File: config.mk
export PLATFORM = sky130hd
export DESIGN_NAME = can_stamp_timer
export DESIGN_NICKNAME = d
export VERILOG_FILES = /design/src/rtl/cts_pkg.sv /design/src/rtl/cts_ctrl_reg.sv /design/src/rtl/cts_counter.sv /design/src/rtl/cts_capture.sv /design/src/rtl/can_stamp_timer.sv
export SDC_FILE = /design/constraint.sdc
export NUM_CORES = 1
export LEC_CHECK = 0
export ABC_AREA = 1
export BUFFER_PORTS_ARGS = -buffer_cell sky130_fd_sc_hd__clkbuf_2
export CORE_UTILIZATION = 40
export CTS_BUF_LIST = sky130_fd_sc_hd__clkbuf_8
export CTS_CLUSTER_DIAMETER = 50
export DETAILED_ROUTE_END_ITERATION = 7
export GPL_TIMING_DRIVEN = 0
export SLEW_MARGIN = 20
export SYNTH_ARGS = -nofsm -noshare
export SYNTH_HDL_FRONTEND = slang
export SYNTH_HIERARCHICAL = 1
export SYNTH_SLANG_ARGS = --single-unit
File: constraint.sdc
create_clock -name clk -period 4 [get_ports clk]
set_clock_uncertainty 0.1 [all_clocks]
set_input_delay 0.8 -clock clk [delete_from_list [all_inputs] [get_ports clk]]
set_output_delay 0.8 -clock clk [all_outputs]
set_load 0.02 [all_outputs]
File: src/rtl/cts_pkg.sv
package cts_pkg;
  localparam int CTRL_W   = 16;
  localparam int BIT_RUN  = 15;
  localparam int BIT_CAP  = 14;
  localparam int BIT_TSEL = 13;
  localparam int BIT_MODE = 9;

  typedef enum logic {
    REG_CTRL = 1'b0,
    REG_CMP  = 1'b1
  } reg_sel_e;
endpackage

File: src/rtl/cts_ctrl_reg.sv
module cts_ctrl_reg
  import cts_pkg::*;
(
  input  logic              clk,
  input  logic              rst,
  input  logic              wr_ctrl,
  input  logic [CTRL_W-1:0] wr_data,
  input  logic              id_hit,
  output logic [CTRL_W-1:0] ctrl_q
);
  logic auto_clr;
  assign auto_clr = id_hit & ctrl_q[BIT_MODE];

  always_ff @(posedge clk) begin
    if (rst) begin
      ctrl_q <= '0;
    end else begin
      if (wr_ctrl) ctrl_q <= wr_data;
      // hardware clear is placed last so it overrides a same-cycle write
      if (auto_clr) ctrl_q[BIT_CAP] <= 1'b0;
    end
  end
endmodule

File: src/rtl/cts_counter.sv
module cts_counter #(
  parameter int W = 16
) (
  input  logic         clk,
  input  logic         rst,
  input  logic         run_bit,
  input  logic         wr_cmp,
  input  logic [W-1:0] cmp_data,
  output logic [W-1:0] count_q,
  output logic         ovf_q,
  output logic         match_q
);
  localparam logic [W-1:0] CNT_MAX = '1;

  logic [W-1:0] cmp_q;
  logic         drain_q;
  logic         active, at_max, at_cmp, stop_ev;

  assign active  = run_bit | drain_q;
  assign at_max  = (count_q == CNT_MAX);
  assign at_cmp  = (count_q == cmp_q);
  assign stop_ev = active & (at_max | at_cmp);

  always_ff @(posedge clk) begin
    if (rst) begin
      cmp_q <= CNT_MAX;
    end else if (wr_cmp) begin
      cmp_q <= cmp_data;
    end
  end

  always_ff @(posedge clk) begin
    if (rst) begin
      count_q <= '0;
      drain_q <= 1'b0;
      ovf_q   <= 1'b0;
      match_q <= 1'b0;
    end else begin
      if (active) count_q <= count_q + 1'b1;
      drain_q <= run_bit | (drain_q & ~stop_ev);
      ovf_q   <= active & at_max;
      match_q <= active & at_cmp;
    end
  end
endmodule

File: src/rtl/cts_capture.sv
module cts_capture #(
  parameter int W = 16
) (
  input  logic         clk,
  input  logic         rst,
  input  logic         cap_en,
  input  logic         ts_on_eof,
  input  logic         sof,
  input  logic         eof,
  input  logic [W-1:0] count,
  output logic [W-1:0] cap_q,
  output logic [W-1:0] stamp_q,
  output logic         stamp_vld_q
);
  logic ts_trig;
  assign ts_trig = ts_on_eof ? eof : sof;

  always_ff @(posedge clk) begin
    if (rst) begin
      cap_q       <= '0;
      stamp_q     <= '0;
      stamp_vld_q <= 1'b0;
    end else begin
      if (cap_en && sof) cap_q <= count;
      if (ts_trig) stamp_q <= count;
      stamp_vld_q <= ts_trig;
    end
  end
endmodule

File: src/rtl/can_stamp_timer.sv
module can_stamp_timer
  import cts_pkg::*;
#(
  parameter int CNT_W = 16
) (
  input  logic              clk,
  input  logic              rst,
  input  logic              wr_en,
  input  logic              wr_addr,
  input  logic [CTRL_W-1:0] wr_data,
  input  logic              sof_i,
  input  logic              eof_i,
  input  logic              id_hit_i,
  output logic [CTRL_W-1:0] ctrl_o,
  output logic [CNT_W-1:0]  count_o,
  output logic [CNT_W-1:0]  cap_o,
  output logic [CNT_W-1:0]  stamp_o,
  output logic              stamp_vld_o,
  output logic              ovf_o,
  output logic              match_o
);
  logic wr_ctrl, wr_cmp;
  assign wr_ctrl = wr_en & (wr_addr == REG_CTRL);
  assign wr_cmp  = wr_en & (wr_addr == REG_CMP);

  cts_ctrl_reg u_ctrl (
    .clk     (clk),
    .rst     (rst),
    .wr_ctrl (wr_ctrl),
    .wr_data (wr_data),
    .id_hit  (id_hit_i),
    .ctrl_q  (ctrl_o)
  );

  cts_counter #(.W(CNT_W)) u_cnt (
    .clk      (clk),
    .rst      (rst),
    .run_bit  (ctrl_o[BIT_RUN]),
    .wr_cmp   (wr_cmp),
    .cmp_data (wr_data[CNT_W-1:0]),
    .count_q  (count_o),
    .ovf_q    (ovf_o),
    .match_q  (match_o)
  );

  cts_capture #(.W(CNT_W)) u_cap (
    .clk         (clk),
    .rst         (rst),
    .cap_en      (ctrl_o[BIT_CAP]),
    .ts_on_eof   (ctrl_o[BIT_TSEL]),
    .sof         (sof_i),
    .eof         (eof_i),
    .count       (count_o),
    .cap_q       (cap_o),
    .stamp_q     (stamp_o),
    .stamp_vld_q (stamp_vld_o)
  );
endmodule

; Word-level counts from Yosys, hierarchy flattened
; Index checks and enable logic that the tools add are counted.
[totals]
regBits = 84
in_bits = 23
elab_cells = 28
[classes]
add_sub_neg = 1
n_eq_ne = 2
mux = 1
bitwise_logic = 12
reduce_logical = 2
[op_table]
columns = op, n
row1 = "adder 16 x 1 -> 16 bit, second input constant", 1
row2 = == test 16 bit, 1
row3 = "== test 16 bit, second input constant", 1
row4 = AND 1 bit, 7
row5 = bitwise OR 1 bit, 3
row6 = NOT 1 bit, 2
row7 = OR reduction 2 bit, 1
row8 = logical AND 1 bit, 1
row9 = 2-to-1 mux 1 bit, 1

; Logic depth before layout (Yosys ltp)
[depth]
ltp_word = 6
depth_mapped = 10
mapped_depth_nobuf = 10

; Cells and area by module
; Netlist, hierarchy kept.
[modules_own_cells]
columns = module, instances, cells_per_inst, area_per_inst_um2, seq_area_each_um2
row1 = cts_counter, 1, 274, 1798.0, 700.7
row2 = cts_capture, 1, 181, 1283.7, 660.6
row3 = cts_ctrl_reg, 1, 74, 574.3, 320.3
row4 = can_stamp_timer, 1, 4, 17.5, 0.0

; Worst setup path after synthesis
; No wires, ideal clock.
[synth_path]
path_kind = input to register
from = input port wr_addr
to = register u_cnt.cmp_q[10]
setup_ps = 129
t_arrival_ps = 1510
setup_slack_ps = 2260
stages = 5
n_path_buf = 2
cell_sequence = nand2_1 > inv_1 > clkbuf_1 > clkbuf_1 > o21ai_0
[synth_between]
elab_chain_len = 1
[synth_lines]
columns = item, line_no
row1 = "start, declared", can_stamp_timer.sv:9  ; input logic wr_addr,
row2 = AND 1 bit, can_stamp_timer.sv:24  ; assign wr_cmp = wr_en & (wr_addr == REG_CMP);
row3 = net wr_cmp, can_stamp_timer.sv:22  ; logic wr_ctrl, wr_cmp;
row4 = "end signal, assigned", cts_counter.sv:28  ; cmp_q <= cmp_data;
row5 = "end, declared", cts_counter.sv:15  ; logic [W-1:0] cmp_q;
; The timed path passes the listed nets, and every way through them passes these cells.
; A chain may end at the register's enable or synchronous reset.

; Worst setup path after layout
[layout_path]
from = register u_cnt.count_q[15]
to = output port count_o[15]
[layout_lines]
columns = item, line_no
row1 = "start, declared", cts_counter.sv:9  ; output logic [W-1:0] count_q,
row2 = "start signal, assigned", cts_counter.sv:39  ; if (active) count_q <= count_q + 1'b1;
row3 = "end, declared", can_stamp_timer.sv:15  ; output logic [CNT_W-1:0] count_o,
; No word-level cell between the ends.

==> impl_metrics.yaml <==
status:
  status: "finished with violations"
  violations: "design-rule violations"
setup_path:
  crit_cells: 1
  r2r_cells: 8
  critPathKind: "reg -> out"
  end_kind: "output port"
  cp_max_fo: 7
  critical_path_arrival_ns: 1.14
  r2r_end: "u_cnt/count_q[12]"
  crit_required_ns: 3.10
  start_kind: "register"
  slowest_delay_ns: 0.55
  critPathBufInv: 1
  worstPathCellList: "clkbuf_2"
  cp_top_family: "flip-flops"
  rrSetupSlack_ns: 2.17
  reg2reg_from: "u_cnt/count_q[0]"
  cp_slowest_cell: "dfxtp_1"
timing:
  setup_viol: 0
  max_slew_margin_pct: 63.5
  finalHoldViolCount: 0
  tightest_slew_ns: 0.548
  max_freq_ghz: 0.490
  fin_setup_tns_ns: 0
  fin_crit_sh_pct: 51.0
  min_period_ns: 2.04
  slew_violations: 0
  rsz0062_at_grt: "false"
synth:
  synth_warnings: 6
  synth_nets: 557
  synthArstFlopShare_pct: 0
  synth_area_leader_cell: "dfxtp_1"
  avgSynthCellArea_sq_um: 6.89
  ys_seq_area_share_pct: 45.8
  synthFlopType: "dfxtp_1"
  ys_seq_elements: 84
  yosysTopAreaCellShare_pct: 45.8
  synth_edf_count: 0
  synth_cell_type_count: 26
  synthTopCellsByArea: "dfxtp_1 46%, nor2_1 12%, nand2_1 9.9%"
  synthCells: 533
  synth.cell_area_sq_um: 3670
final_layout:
  fillers: 919
  stdcell_count: 746
  syn2layout_area_growth_pct: 21.9
  mostFrequentLayoutCell: "nor2_1"
  nNetsFinal: 657
  diodes: 0
  final_cell_mix: "122 x nor2_1, 97 x nand2_1, 89 x clkbuf_2"
  drive_gt1_share_pct: 20.2
clocking:
  clkSinkCount: 84
  cts_max_path_buffers: 2
  cts_made_buffers: 9
  cts_root_buf: "clkbuf_8"
  htree_levels: 3
  cts_hold_buf: 0
  cts_tree: "yes"
  cts.repair.resized: 0
  clk_latency_ns: 0.35
  clk_pin_slew_ns: 0.09
  postCtsSetupBuffers: 0
global_route:
  antenna_found_initial: 0
  overflow: 0
  grt_pass1_wl_mm: 16.0
  grt_max_degree: 16
  track_usage_pct: 21.0
  grt_pass1_vias: 3424
drt:
  ant_nets: 0
  wire_per_inst_microns: 12.9
  drt_first_pass_iters: 7
  drcViolationCount: 14
  routed_wl_mm: 9.60
  vias: 3579
  vias_per_cell: 4.80
  drtIter0Drc: 157
floorplanning:
  initial_utilization_pct: 41.7
  fp.dieH_microns: 97.8
  io_pins: 90
  dieWidth_microns: 97.8
  core-area_sq_um: 8810
  dieArea_sq_um: 9570
  row_count: 34
pwr:
  p_per_area_nw_per_um2: 408
  power.total_mw: 1.83
  ir_worst_vdd_mv: 0.225
  leakage_nw: 2.19
hold_path:
  min_to: "u_cnt/cmp_q[3]"
  min_from: "u_cnt/cmp_q[3]"
  worst_hold_path_type: "reg -> reg"
  min_path_cells: 2
placement:
  gp_congestion: 0.923
  placed_cells_incl_taps: 730
  port_buffers: 89
  hpwl_mm: 7.30
flow_run:
  max-cap-violations: 0
area by class of cell:
type	instances	area, sq um	share of cell area, %
Clock buffer	9	124	2.77
Clock inverter	7	98.8	2.21
Inverter	71	267	5.95
Timing Repair Buffer	89	445	9.95
Sequential cell	84	1680	37.6
Buffer	17	101	2.26
Multi-Input combinational cell	361	1620	36.3
Tap cell	108	135	3.02
logic make-up (layout without fill, tap and decap cells):
kind of cell	after synthesis	in the layout	share of synthesized area [%]
xor gates and xnor gates	4	4	0.954
buffers and inverters	88	193	10.0
AOI/OAI and AO/OA	82	82	11.3
DFF	84	84	45.8
and+or+nand+nor	274	274	31.6
adders and majority gates	1	1	0.341
power breakdown:
part	internal [mW]	leakage, nW	switching (mW)
clock	0.356	0.110	0.318
combinational	0.0838	1.39	0.158
sequential	0.880	0.688	0.0319
total	1.32	2.19	0.507
registers in the layout, summed over array words and instances (netlist names):
signal	cells
u_cap/stamp_vld_q	1
u_cap/cap_q	16
u_cnt/cmp_q	16
u_cnt/drain_q	1
u_cap/stamp_q	16
u_cnt/ovf_q	1
u_cnt/count_q	16
u_ctrl/ctrl_q	16
u_cnt/match_q	1
per-stage QoR:
step	setup slack, ns	hold WS [ns]	area (sq um)	util [%]
2_1_floorplan	2.26	0.349	3670	-
3_3_place_gp	1.92	0.363	4250	48.3
3_5_place_dp	1.91	0.371	4250	48.3
4_1_cts	1.93	0.384	4480	50.8
5_1_grt	1.89	0.404	4480	50.8
6_report	1.96	0.380	4480	50.8
Yosys cell counts (2+ instances only):
cell      count
nand2_2       3
nand2_1      97
inv_2         3
clkbuf_1      9
nor2_2        3
nor3b_1       2
inv_1        68
buf_4         5
nor2_1      122
nor3_1        5
o21ai_0      50
buf_6         2
dfxtp_1      84
nor2_4        2
o22ai_1       2
nand4_1       5
xnor2_1       4
a21oi_1      25
nand3_2       3
nand3_1      29
o21ai_1       4
nand3b_1      2
how the worst max path moves through the flow:
stage,slack [ns],startpoint,to
2_1_floorplan,2.26,wr_addr,u_cnt/cmp_q[10]
3_3_place_gp,1.92,wr_addr,u_cnt/cmp_q[10]
3_5_place_dp,1.91,wr_addr,u_cnt/cmp_q[10]
4_1_cts,1.93,u_cnt/count_q[15],count_o[15]
5_1_grt,1.89,u_cnt/count_q[13],count_o[13]
6_report,1.96,u_cnt/count_q[15],count_o[15]
per-layer routing:
layer,share of wire (%),vias up,track usage [%]
met2,45,112,35.4
met1,47,1582,26.7
li1,-,1870,-
met4,2.2,0,7.93
met5,0,-,0
met3,5.2,15,3.79
worst register-to-register path, cell delays in order, from the launching register on:
cell and delay (ns):
dfxtp_1 0.54, ha_1 0.24, nand2_1 0.10, inv_1 0.13, nand2_1 0.10, nor3b_1 0.28
nand2_1 0.08, o21ai_0 0.09, nor2_1 0.06
Note: power is estimated with default switching activity, not from simulation.
